**config.mk**
```make
export PLATFORM = sky130hd
export DESIGN_NAME = iso_channel_ctrl
export DESIGN_NICKNAME = d
export VERILOG_FILES = /design/src/rtl/iso_channel_ctrl.sv
export SDC_FILE = /design/constraint.sdc
export NUM_CORES = 1
export LEC_CHECK = 0
export CAP_MARGIN = 10
export CORE_MARGIN = 2
export CORE_UTILIZATION = 40
export DETAILED_ROUTE_END_ITERATION = 12
export DONT_BUFFER_PORTS = 1
export PLACE_DENSITY_LB_ADDON = 0.15
export SYNTH_ARGS = -nofsm -noshare
export SYNTH_HDL_FRONTEND = slang
export SYNTH_SLANG_ARGS = --single-unit
```
**constraint.sdc**
```tcl
create_clock -name clk -period 2.2 [get_ports clk]
set_input_delay 0.11 -clock clk [delete_from_list [all_inputs] [get_ports clk]]
set_output_delay 0.11 -clock clk [all_outputs]
set_load 0.1 [all_outputs]
```
**src/rtl/iso_channel_ctrl.sv**
```systemverilog
module iso_channel_ctrl #(
  parameter int CLK_MHZ     = 100,
  parameter bit SLOW_FILTER = 1'b1,
  parameter bit DEF_LVL     = 1'b0,
  parameter int REFRESH_HZ  = 10_000,
  parameter int PWRUP_US    = 1100,
  parameter int PWRDN_US    = 500
) (
  input  logic clk,
  input  logic rst_n,
  input  logic in_uv,
  input  logic out_uv,
  input  logic din,
  output logic link_tx,
  input  logic link_rx,
  output logic dout,
  output logic dout_oe
);
  localparam int GLITCH_NS   = SLOW_FILTER ? 70 : 29;
  localparam int GLITCH_CYC  = (GLITCH_NS * CLK_MHZ + 999) / 1000;
  localparam int REFRESH_CYC = (CLK_MHZ * 1_000_000) / REFRESH_HZ;
  localparam int PWRUP_CYC   = PWRUP_US * CLK_MHZ;
  localparam int PWRDN_CYC   = PWRDN_US * CLK_MHZ;
  localparam int GW = $clog2(GLITCH_CYC + 1);
  localparam int RW = $clog2(REFRESH_CYC + 1);
  localparam int UW = $clog2(PWRUP_CYC + 1);
  localparam int DW = $clog2(PWRDN_CYC + 1);

  typedef enum logic [1:0] {OS_HIZ, OS_WAIT, OS_RUN} ostate_t;

  // sending side
  logic [1:0]    sync;
  logic          filt, sent, need_send;
  logic [GW-1:0] gcnt;
  logic [2:0]    tx_sh;
  logic [RW-1:0] rcnt;

  wire in_rst  = !rst_n || in_uv;
  wire rf_due  = rcnt >= RW'(REFRESH_CYC - 1);
  wire tx_go   = (tx_sh == 3'd0) && (need_send || (filt != sent) || rf_due);

  always_ff @(posedge clk) begin
    if (in_rst) begin
      sync      <= {2{DEF_LVL}};
      filt      <= DEF_LVL;
      gcnt      <= '0;
      sent      <= DEF_LVL;
      need_send <= 1'b1;
      tx_sh     <= '0;
      rcnt      <= '0;
    end else begin
      sync <= {sync[0], din};
      if (sync[1] == filt)
        gcnt <= '0;
      else if (gcnt == GW'(GLITCH_CYC - 1)) begin
        filt <= sync[1];
        gcnt <= '0;
      end else
        gcnt <= gcnt + 1'b1;

      if (tx_go) begin
        tx_sh     <= filt ? 3'b011 : 3'b001;
        sent      <= filt;
        need_send <= 1'b0;
        rcnt      <= '0;
      end else begin
        tx_sh <= tx_sh >> 1;
        if (!rf_due) rcnt <= rcnt + 1'b1;
      end
    end
  end

  assign link_tx = tx_sh[0];

  // sending-side loss timer
  logic [DW-1:0] dcnt;
  wire in_lost = (dcnt == DW'(PWRDN_CYC));

  always_ff @(posedge clk) begin
    if (!rst_n || !in_uv) dcnt <= '0;
    else if (!in_lost)    dcnt <= dcnt + 1'b1;
  end

  // receiving side
  ostate_t       st;
  logic [UW-1:0] ucnt;
  logic [1:0]    rx_len;
  logic          rx_data, rx_valid;

  always_ff @(posedge clk) begin
    if (!rst_n || out_uv) begin
      st       <= OS_HIZ;
      ucnt     <= '0;
      rx_len   <= '0;
      rx_data  <= DEF_LVL;
      rx_valid <= 1'b0;
    end else begin
      case (st)
        OS_HIZ:  begin st <= OS_WAIT; ucnt <= '0; end
        OS_WAIT: if (ucnt == UW'(PWRUP_CYC - 1)) st <= OS_RUN;
                 else ucnt <= ucnt + 1'b1;
        default: st <= OS_RUN;
      endcase

      if (link_rx) begin
        if (rx_len != 2'd2) rx_len <= rx_len + 1'b1;
      end else if (rx_len != 2'd0) begin
        rx_data  <= (rx_len == 2'd2);
        rx_valid <= 1'b1;
        rx_len   <= '0;
      end

      if (in_lost) begin
        rx_valid <= 1'b0;
        rx_len   <= '0;
      end
    end
  end

  assign dout_oe = !out_uv && (st != OS_HIZ);
  assign dout    = (st == OS_RUN && rx_valid && !in_lost) ? rx_data : DEF_LVL;
endmodule

```
==> flow_summary.json, run 1 <==
{
  "status": "finished clean",
  "slew_viol_final": 0,
  "grt_first_pass_wirelength_um": 10900,
  "floorplan.die.height_um": 92.6,
  "finalWeightedCongestion": 0.808,
  "via_count_of_the_first_global_routing_pass": 2365,
  "via_total_after_detailed_routing": 2612,
  "post_cts_resized": 0,
  "nets": 384,
  "slew_limit_headroom": 0.546,
  "critical_path.max_fanout": 7,
  "fin_crit_ps": 2000,
  "drt_pass1_iterations": 4,
  "remaining_drc_errors": 0,
  "p_comb_frac": 0.046,
  "synth_top_area_cell": "sky130_fd_sc_hd__dfxtp_1",
  "maxClockFrequency_mhz": 499,
  "dp.final_hpwl_um": 4220,
  "finish.instance_area_um2": 3510,
  "p_int_uw": 1580,
  "clock_path_buffers": 2,
  "synth.top_cell.area_share": 0.402,
  "multiInputGateArea_um2": 1780,
  "leakagePower_uw": 0.00116,
  "number_of_enable_type_register_cells_in_the_synthesized_netlist": 0,
  "insertedDiodeCount": 0,
  "setup_violations": 0,
  "synthesis.area_um2": 3140,
  "syn-num-nets": 370,
  "routed_via_density": 5.50,
  "cts_buffers": 9,
  "die_width_um": 92.6,
  "finalHoldViolCount": 0,
  "critPathLaunchType": "flop",
  "unrepaired_setup_endpoints_after_global_routing": "false",
  "worstSetupEndpointType": "flop",
  "finClkSkew_ps": 3.47,
  "grt.total_usage": 0.156,
  "ant_nets": 0,
  "io_buffers": 0,
  "num_io_pins": 9,
  "synth.yosys.seq_area_share": 0.402,
  "synth_seq_cells": 63,
  "worstPathArrival_ps": 2230,
  "finalPower_uw": 2050,
  "start_util": 0.411,
  "synth_area_leaders": "sky130_fd_sc_hd__dfxtp_1 (40%), sky130_fd_sc_hd__nor2_1 (4.5%), sky130_fd_sc_hd__xor2_1 (4.2%)",
  "primary_flip_flop_cell_chosen_by_synthesis_mapping": "sky130_fd_sc_hd__dfxtp_1",
  "drt_wl_total_um": 6110,
  "grt_max_degree": 19,
  "power_density_nw_per_um2": 586,
  "clkSlewWorstSetupHoldPaths_ps": 60,
  "max_cap_viol_count": 0,
  "synth.cells.most_frequent": "sky130_fd_sc_hd__dfxtp_1 (63), sky130_fd_sc_hd__nor2_1 (38), sky130_fd_sc_hd__nand2_1 (21), sky130_fd_sc_hd__nand3_1 (18), sky130_fd_sc_hd__nand4_1 (18)",
  "period_share": 0.911,
  "grt-ovfl-total": 0,
  "coreArea_um2": 7650,
  "grt_antenna_before_repair": 0,
  "synth_most_common_cell": "sky130_fd_sc_hd__dfxtp_1",
  "rows": 32,
  "clock_sink_count": 63,
  "power.share.clock": 0.388,
  "post_layout_nonfiller_instances": 475,
  "postSynthCellCount": 356,
  "timing.setup.critical_path_class": "flop to flop",
  "initialDrtViolationCount": 154,
  "tritoncts_clock_tree": "built",
  "hold_path.class": "input port to flop",
  "postSynth.asyncResetShare": 0,
  "post_dp_cell_area_um2": 3300,
  "design.die.area_um2": 8570,
  "cts-root-buf": "sky130_fd_sc_hd__clkbuf_8",
  "final-seq-area_um2": 1260,
  "final_layout_size_suffix_gt1_frac": 0.0992,
  "setup-tns-final_ps": 0,
  "seq_power_share": 0.566,
  "synth_area_per_cell_um2": 8.82,
  "flop_to_flop_setup_slack_ps": 200,
  "worstSkewPairLatency_ps": 330,
  "final_util": 0.458,
  "ir_worst_vdd_uv": 357,
  "growth_of_design_area_from_synthesis_to_finish_pct": 11.7,
  "htree_levels": 3,
  "routedWlPerCell_um": 12.9,
  "synth_warnings": 0,
  "place.detailed.instances": 455,
  "switchingPower_uw": 477,
  "critical_path_required_ps": 2430,
  "max_slew.worst_pin.slew_ps": 681,
  "post_synth_num_cell_types": 56,
  "fill_cells": 738,
  "swShare": 0.232
}
[metrics by stage]
stage / hold WS [ps] / setup slack (ps)
global placement: 239 / 375
floorplan: 232 / 0.573
detailed placement: 237 / 309
CTS: 10.3 / 176
finish: 8.63 / 195
global route: 55.2 / 65.7
[power by group through the flow]
stage,logic (uW),clock network [uW],registers [uW]
after floorplan,66.9,0,1190
after global placement,86.6,0,1190
after detailed placement,86.9,0,1190
after CTS,95.6,822,1160
after global routing,104,867,1160
final,94.1,797,1160
[registers in the layout, indices dropped and copies added (netlist names)]
name	flops
dcnt	16
filt	1
gcnt	3
need_send	1
rcnt	14
rx_data	1
rx_len	2
rx_valid	1
sent	1
st	2
sync	2
tx_sh	2
ucnt	17
[critical path, cell delays in order (launching register included)]
cell and delay [ps]:
sky130_fd_sc_hd__dfxtp_1 440, sky130_fd_sc_hd__and4_1 360, sky130_fd_sc_hd__nand4_1 250, sky130_fd_sc_hd__o2111ai_1 240, sky130_fd_sc_hd__dlygate4sd3_1 570, sky130_fd_sc_hd__nand2_1 40
[metal layers]
metal	wire length [um]	vias to the layer above	part of all wire	global-route usage
met1	3110	1233	0.51	0.213
met4	114	0	0.019	0.0672
met2	2740	27	0.45	0.238
met3	144	10	0.024	0.0301
li1	-	1342	-	-
met5	0	-	0	0
[cell families (layout without fill, tap and decap cells)]
logic type	count (synthesis)	in the layout	synth area share
and+or+nand+nor	160	160	0.293
AOI/OAI and AO/OA	69	69	0.156
DFF	63	63	0.402
buffers and inverters	28	45	0.0367
xor gates and xnor gates	24	24	0.0670
adders and majority gates	8	8	0.0319
muxes	4	4	0.0136
[placed cells by master (no fill, tap or decap), drive strengths merged, types with 5 or more instances in the layout]
master,instances
xnor2,9
nor2,38
dlygate4sd3,6
and4,6
nor3,10
clkbuf,12
nand3,18
dfxtp,63
buf,10
nand2b,5
xor2,15
or3,7
inv,15
o21ai,18
a21oi,17
nand4,19
ha,8
nand2,21
a211oi,7
and3,8
[timing repair]
action / CTS / global route
setup buffers: 0 / 0
hold buffers: 6 / 0
hold endpoints to repair: 8 / 0
[worst paths after layout]
check / startpoint / to / cells after the start
max: dcnt[2] / dcnt[15] / 5
min: link_rx / rx_data / 2
max reg2reg: dcnt[2] / dcnt[15] / 5
min reg2reg: sync[0] / sync[1] / 1
[cell type report]
cell class,count,area share
flip-flops and latches,63,0.360
inverters,15,0.0161
multi-input cells,265,0.508
clock buffers,12,0.0385
well taps,102,0.0364
repair buffers,16,0.0385
clock inverters,2,0.00286
No activity file was read; power rests on OpenSTA's default activity.
==> run 2, diff against run 1 <==
==> constraint.sdc (replaced) <==
create_clock -name clk -period 2.4 [get_ports clk]
set_input_delay 0.12 -clock clk [delete_from_list [all_inputs] [get_ports clk]]
set_output_delay 0.12 -clock clk [all_outputs]
set_load 0.1 [all_outputs]
==> flow_summary.json, run 2 (same netlist as run 1, synthesis figures left out) <==
{
  "status": "finished clean",
  "dp_worst_setup_slack_ps": 475,
  "htree_levels": 3,
  "swShare": 0.229,
  "via_total_after_detailed_routing": 2620,
  "dp.final_hpwl_um": 4280,
  "switchingPower_uw": 496,
  "power_density_nw_per_um2": 608,
  "cts-root-buf": "sky130_fd_sc_hd__clkbuf_8",
  "routedWlPerCell_um": 13.2,
  "nets": 382,
  "grt-ovfl-total": 0,
  "initialDrtViolationCount": 106,
  "post_dp_cell_area_um2": 3290,
  "reg2reg_to": "dcnt[13]",
  "rows": 32,
  "coreArea_um2": 7650,
  "leakagePower_uw": 0.00118,
  "hold_path.class": "input port to flop",
  "fill_cells": 738,
  "insertedDiodeCount": 0,
  "post_layout_nonfiller_instances": 475,
  "clock_sink_count": 63,
  "grt.busiest_layer": "met2",
  "cts_buffers": 9,
  "final_layout_size_suffix_gt1_frac": 0.110,
  "slew_viol_final": 0,
  "clkSlewWorstSetupHoldPaths_ps": 70,
  "setup_violations": 0,
  "drt_wl_total_um": 6290,
  "unrepaired_setup_endpoints_after_global_routing": "false",
  "finish.instance_area_um2": 3560,
  "grt_use_met1": 0.203,
  "fin_crit_ps": 2170,
  "r2r_start": "dcnt[2]",
  "design.die.area_um2": 8570,
  "p_comb_frac": 0.039,
  "timing.setup.critical_path_class": "flop to output port",
  "tritoncts_clock_tree": "built",
  "finClkSkew_ps": 8.45,
  "most_common_cell_after_layout_fill_and_taps_aside": "sky130_fd_sc_hd__dfxtp_1",
  "num_io_pins": 9,
  "ant_nets": 0,
  "ir_worst_vdd_uv": 449,
  "hold_depth": 2,
  "largest_register_ff_count": 17,
  "crit_path_top_delay_cell": "sky130_fd_sc_hd__dfxtp_1",
  "seq_power_share": 0.492,
  "max_cap_viol_count": 0,
  "drt_pass1_iterations": 5,
  "start_util": 0.411,
  "min_to": "need_send",
  "critical_path_required_ps": 2280,
  "grt_use_met2": 0.245,
  "layout.cells.most_common_list": "sky130_fd_sc_hd__dfxtp_1 (63), sky130_fd_sc_hd__nor2_1 (37), sky130_fd_sc_hd__nand2_1 (21)",
  "io_buffers": 0,
  "top_regs": "ucnt (17), dcnt (16), rcnt (14)",
  "max_flop_register": "ucnt",
  "die_width_um": 92.6,
  "slew_limit_headroom": 0.534,
  "worstPathCellList": "inv_1 -> ha_1 -> and3b_1 -> nand4_1 -> nor4bb_4 -> buf_4",
  "worstSkewPairLatency_ps": 330,
  "via_count_of_the_first_global_routing_pass": 2344,
  "clock_path_buffers": 2,
  "multiInputGateArea_um2": 1780,
  "grt_antenna_before_repair": 0,
  "worst_hold_startpoint": "rst_n",
  "worstSetupEndpointType": "output port",
  "setup-tns-final_ps": 0,
  "worstPathArrival_ps": 2050,
  "max_slew.worst_pin.slew_ps": 699,
  "remaining_drc_errors": 0,
  "layout_setup_ws_ps": 230,
  "flop_to_flop_setup_slack_ps": 400,
  "routed_via_density": 5.52,
  "maxClockFrequency_mhz": 461,
  "floorplan.die.height_um": 92.6,
  "critical_path.max_stage_delay_ps": 390,
  "period_share": 0.904,
  "critPathLaunchType": "flop",
  "grt_max_degree": 19,
  "place.detailed.instances": 454,
  "grt_first_pass_wirelength_um": 10800,
  "final-seq-area_um2": 1260,
  "postCtsHoldBufs": 5,
  "critical_path.max_fanout": 5,
  "grtUsageMet3": 0.0537,
  "finalWeightedCongestion": 0.773,
  "finalHoldViolCount": 0,
  "post_cts_resized": 0,
  "growth_of_design_area_from_synthesis_to_finish_pct": 13.5,
  "finalPower_uw": 2160,
  "buf_inv_on_cp": 2,
  "grt.total_usage": 0.156,
  "p_int_uw": 1670,
  "ff2ff_path_depth": 5,
  "critical_path.top_delay_family": "simple AND/OR/NAND/NOR gates",
  "power.share.clock": 0.469,
  "cts_setup_buffers": 0
}
run 2: cell count changes in the layout (fill, tap and decap cells not counted):
cell,delta
sky130_fd_sc_hd__clkbuf_1,-3
sky130_fd_sc_hd__clkinvlp_4,+3
sky130_fd_sc_hd__bufinv_16,+2
sky130_fd_sc_hd__buf_4,-1
sky130_fd_sc_hd__clkinv_2,-1
sky130_fd_sc_hd__dlygate4sd3_1,-1
sky130_fd_sc_hd__inv_6,+1
run 2: cell type report:
cell class,instances,area share
flip-flops and latches,63,0.354
well taps,102,0.0358
inverters,15,0.0158
multi-input cells,265,0.500
repair buffers,14,0.0330
clock inverters,7,0.0270
clock buffers,9,0.0348
run 2: worst max path at each step:
stage / start / end / slack [ps] / depth (start not counted)
after detailed placement: rcnt[13] / rcnt[10] / 470 / 5
after global routing: dcnt[0] / dout / 80 / 6
after CTS: dcnt[0] / dout / 220 / 6
after floorplan: st[0] / dout_oe / 110 / 4
final: dcnt[0] / dout / 230 / 6
after global placement: rcnt[13] / rcnt[13] / 520 / 5
run 2: through the flow:
stage,hold slack [ps],util
finish,70.0,0.466
global route,66.5,0.466
CTS,52.9,0.466
detailed placement,246,0.431
global placement,247,0.431
floorplan,242,-
run 2: metal layers:
| layer | part of all wire | wire, um | vias up |
|---|---|---|---|
| met1 | 0.49 | 3110 | 1246 |
| li1 | - | - | 1338 |
| met3 | 0.027 | 168 | 6 |
| met4 | 0.011 | 71 | 0 |
| met5 | 0 | 0 | - |
| met2 | 0.47 | 2940 | 30 |
run 2: power groups by stage:
stage                     clock, uW  combinational (uW)  sequential [uW]
after floorplan                   0                61.0             1090
after global placement            0                78.5             1090
after detailed placement          0                78.8             1090
after CTS                      1050                85.8             1060
after global routing           1100                94.7             1070
final                          1020                85.1             1060
==> run 3, diff against run 2 <==
--- a/config.mk
+++ b/config.mk
@@ -6,6 +6,8 @@
 export NUM_CORES = 1
 export LEC_CHECK = 0
 export CAP_MARGIN = 10
+export CELL_PAD_IN_SITES_DETAIL_PLACEMENT = 1
+export CELL_PAD_IN_SITES_GLOBAL_PLACEMENT = 2
 export CORE_MARGIN = 2
 export CORE_UTILIZATION = 40
 export DETAILED_ROUTE_END_ITERATION = 12
==> flow_summary.json, run 3 (same netlist as run 1, synthesis figures left out) <==
{
  "critical_path_required_ps": 2280,
  "tritoncts_clock_tree": "built",
  "leakagePower_uw": 0.00117,
  "period_share": 0.894,
  "maxClockFrequency_mhz": 466,
  "die_width_um": 92.6,
  "setup-tns-final_ps": 0,
  "max_slew.worst_pin.slew_ps": 665,
  "top_regs": "ucnt (17), dcnt (16), rcnt (14)",
  "ir_worst_vdd_uv": 247,
  "worstPathArrival_ps": 2030,
  "grt.busiest_layer": "met2",
  "routedWlPerCell_um": 15.7,
  "cts_setup_buffers": 0,
  "critical_path.max_stage_delay_ps": 390,
  "nets": 383,
  "floorplan.die.height_um": 92.6,
  "finalHoldViolCount": 0,
  "grt.total_usage": 0.190,
  "crit_path_top_delay_cell": "sky130_fd_sc_hd__dfxtp_1",
  "grt_max_degree": 18,
  "clock_sink_count": 63,
  "io_buffers": 0,
  "clkSlewWorstSetupHoldPaths_ps": 70,
  "drt_pass1_iterations": 4,
  "max_cap_viol_count": 0,
  "critical_path.max_fanout": 5,
  "initialDrtViolationCount": 67,
  "growth_of_design_area_from_synthesis_to_finish_pct": 12.2,
  "max_flop_register": "ucnt",
  "power_density_nw_per_um2": 568,
  "clock_path_buffers": 2,
  "cts-root-buf": "sky130_fd_sc_hd__clkbuf_8",
  "via_count_of_the_first_global_routing_pass": 2767,
  "worstSkewPairLatency_ps": 340,
  "slew_viol_final": 0,
  "remaining_drc_errors": 0,
  "worstPathCellList": "inv_1 -> ha_1 -> and3b_1 -> nand4_1 -> nor4bb_4 -> buf_4",
  "routed_via_density": 5.68,
  "unrepaired_setup_endpoints_after_global_routing": "false",
  "rows": 32,
  "drt_wl_total_um": 7440,
  "htree_levels": 3,
  "status": "finished clean",
  "grt_use_met1": 0.248,
  "setup_violations": 0,
  "via_total_after_detailed_routing": 2694,
  "hold_slack_ps": 29.4,
  "most_common_cell_after_layout_fill_and_taps_aside": "sky130_fd_sc_hd__dfxtp_1",
  "fin_crit_ps": 2150,
  "grt_use_met2": 0.309,
  "flop_to_flop_setup_slack_ps": 330,
  "coreArea_um2": 7650,
  "fill_cells": 919,
  "insertedDiodeCount": 0,
  "grt_first_pass_wirelength_um": 13200,
  "layout.cells.most_common_list": "sky130_fd_sc_hd__dfxtp_1 (63), sky130_fd_sc_hd__nor2_1 (37), sky130_fd_sc_hd__nand2_1 (21)",
  "grtUsageMet3": 0.0504,
  "final_util": 0.461,
  "finClkSkew_ps": 11.7,
  "finalWeightedCongestion": 0.774,
  "design.die.area_um2": 8570,
  "multiInputGateArea_um2": 1780,
  "dp.final_hpwl_um": 5120,
  "ant_nets": 0,
  "critPathLaunchType": "flop",
  "slew_limit_headroom": 0.557,
  "final_layout_size_suffix_gt1_frac": 0.108,
  "num_io_pins": 9,
  "hold_path.class": "input port to flop",
  "grt-ovfl-total": 0,
  "start_util": 0.411,
  "cts_buffers": 9,
  "grt_antenna_before_repair": 0,
  "worstSetupEndpointType": "output port",
  "timing.setup.critical_path_class": "flop to output port",
  "final-seq-area_um2": 1260,
  "largest_register_ff_count": 17
}
-- run 3: cell count changes in the layout (fill, tap and decap cells not counted), sizes merged --
cell / delta
buf: +1
bufinv: -2
clkbuf: +2
inv: -1
clkinvlp: -1
-- run 3: repair_timing --
item                                   CTS  global route
setup endpoints to repair                0             0
hold buffers                             5             0
endpoints found under the hold margin    7             0
resized for setup                        0             0
-- run 3: where the power goes --
group / internal [uW] / switching [uW]
clock network: 418 / 428
logic: 32.5 / 61.5
registers: 1050 / 8.25
total: 1500 / 498
-- run 3: final timing paths --
| check | from | endpoint | depth (start not counted) |
|---|---|---|---|
| worst min-delay path | link_rx | rx_data | 2 |
| worst max register to register | dcnt[2] | dcnt[13] | 5 |
| worst min register to register | sync[0] | sync[1] | 1 |
| worst max-delay path | dcnt[0] | dout | 6 |
-- run 3: through the flow --
step | instance area, um^2 | instances | total power, uW | setup WS [ps]
after detailed placement | 3300 | 455 | 1180 | 520
after floorplan | 3150 | 356 | 1150 | 108
after global routing | 3520 | 474 | 2090 | 129
after global placement | 3300 | 455 | 1170 | 556
final | 3520 | 474 | 2000 | 254
after CTS | 3520 | 474 | 2030 | 201
-- run 3: metal layers --
layer,vias to the layer above,part of all wire
met5,-,0
met4,0,0.012
met3,9,0.031
met2,20,0.47
met1,1322,0.48
li1,1343,-
-- run 3: final cells by class --
class	count	area share
Inverter	15	0.0160
Sequential cell	63	0.358
Clock buffer	11	0.0430
Clock inverter	3	0.00568
Tap cell	102	0.0362
Multi-Input combinational cell	265	0.506
Timing Repair Buffer	15	0.0355
-- run 3: worst max-delay path: cells and delay by family (launching register included) --
kind	cells	cell delay [ps]
adder cells (fa/ha/maj)	1	180
buffers and inverters	2	380
flip-flops	1	390
AND/OR/NAND/NOR	3	730
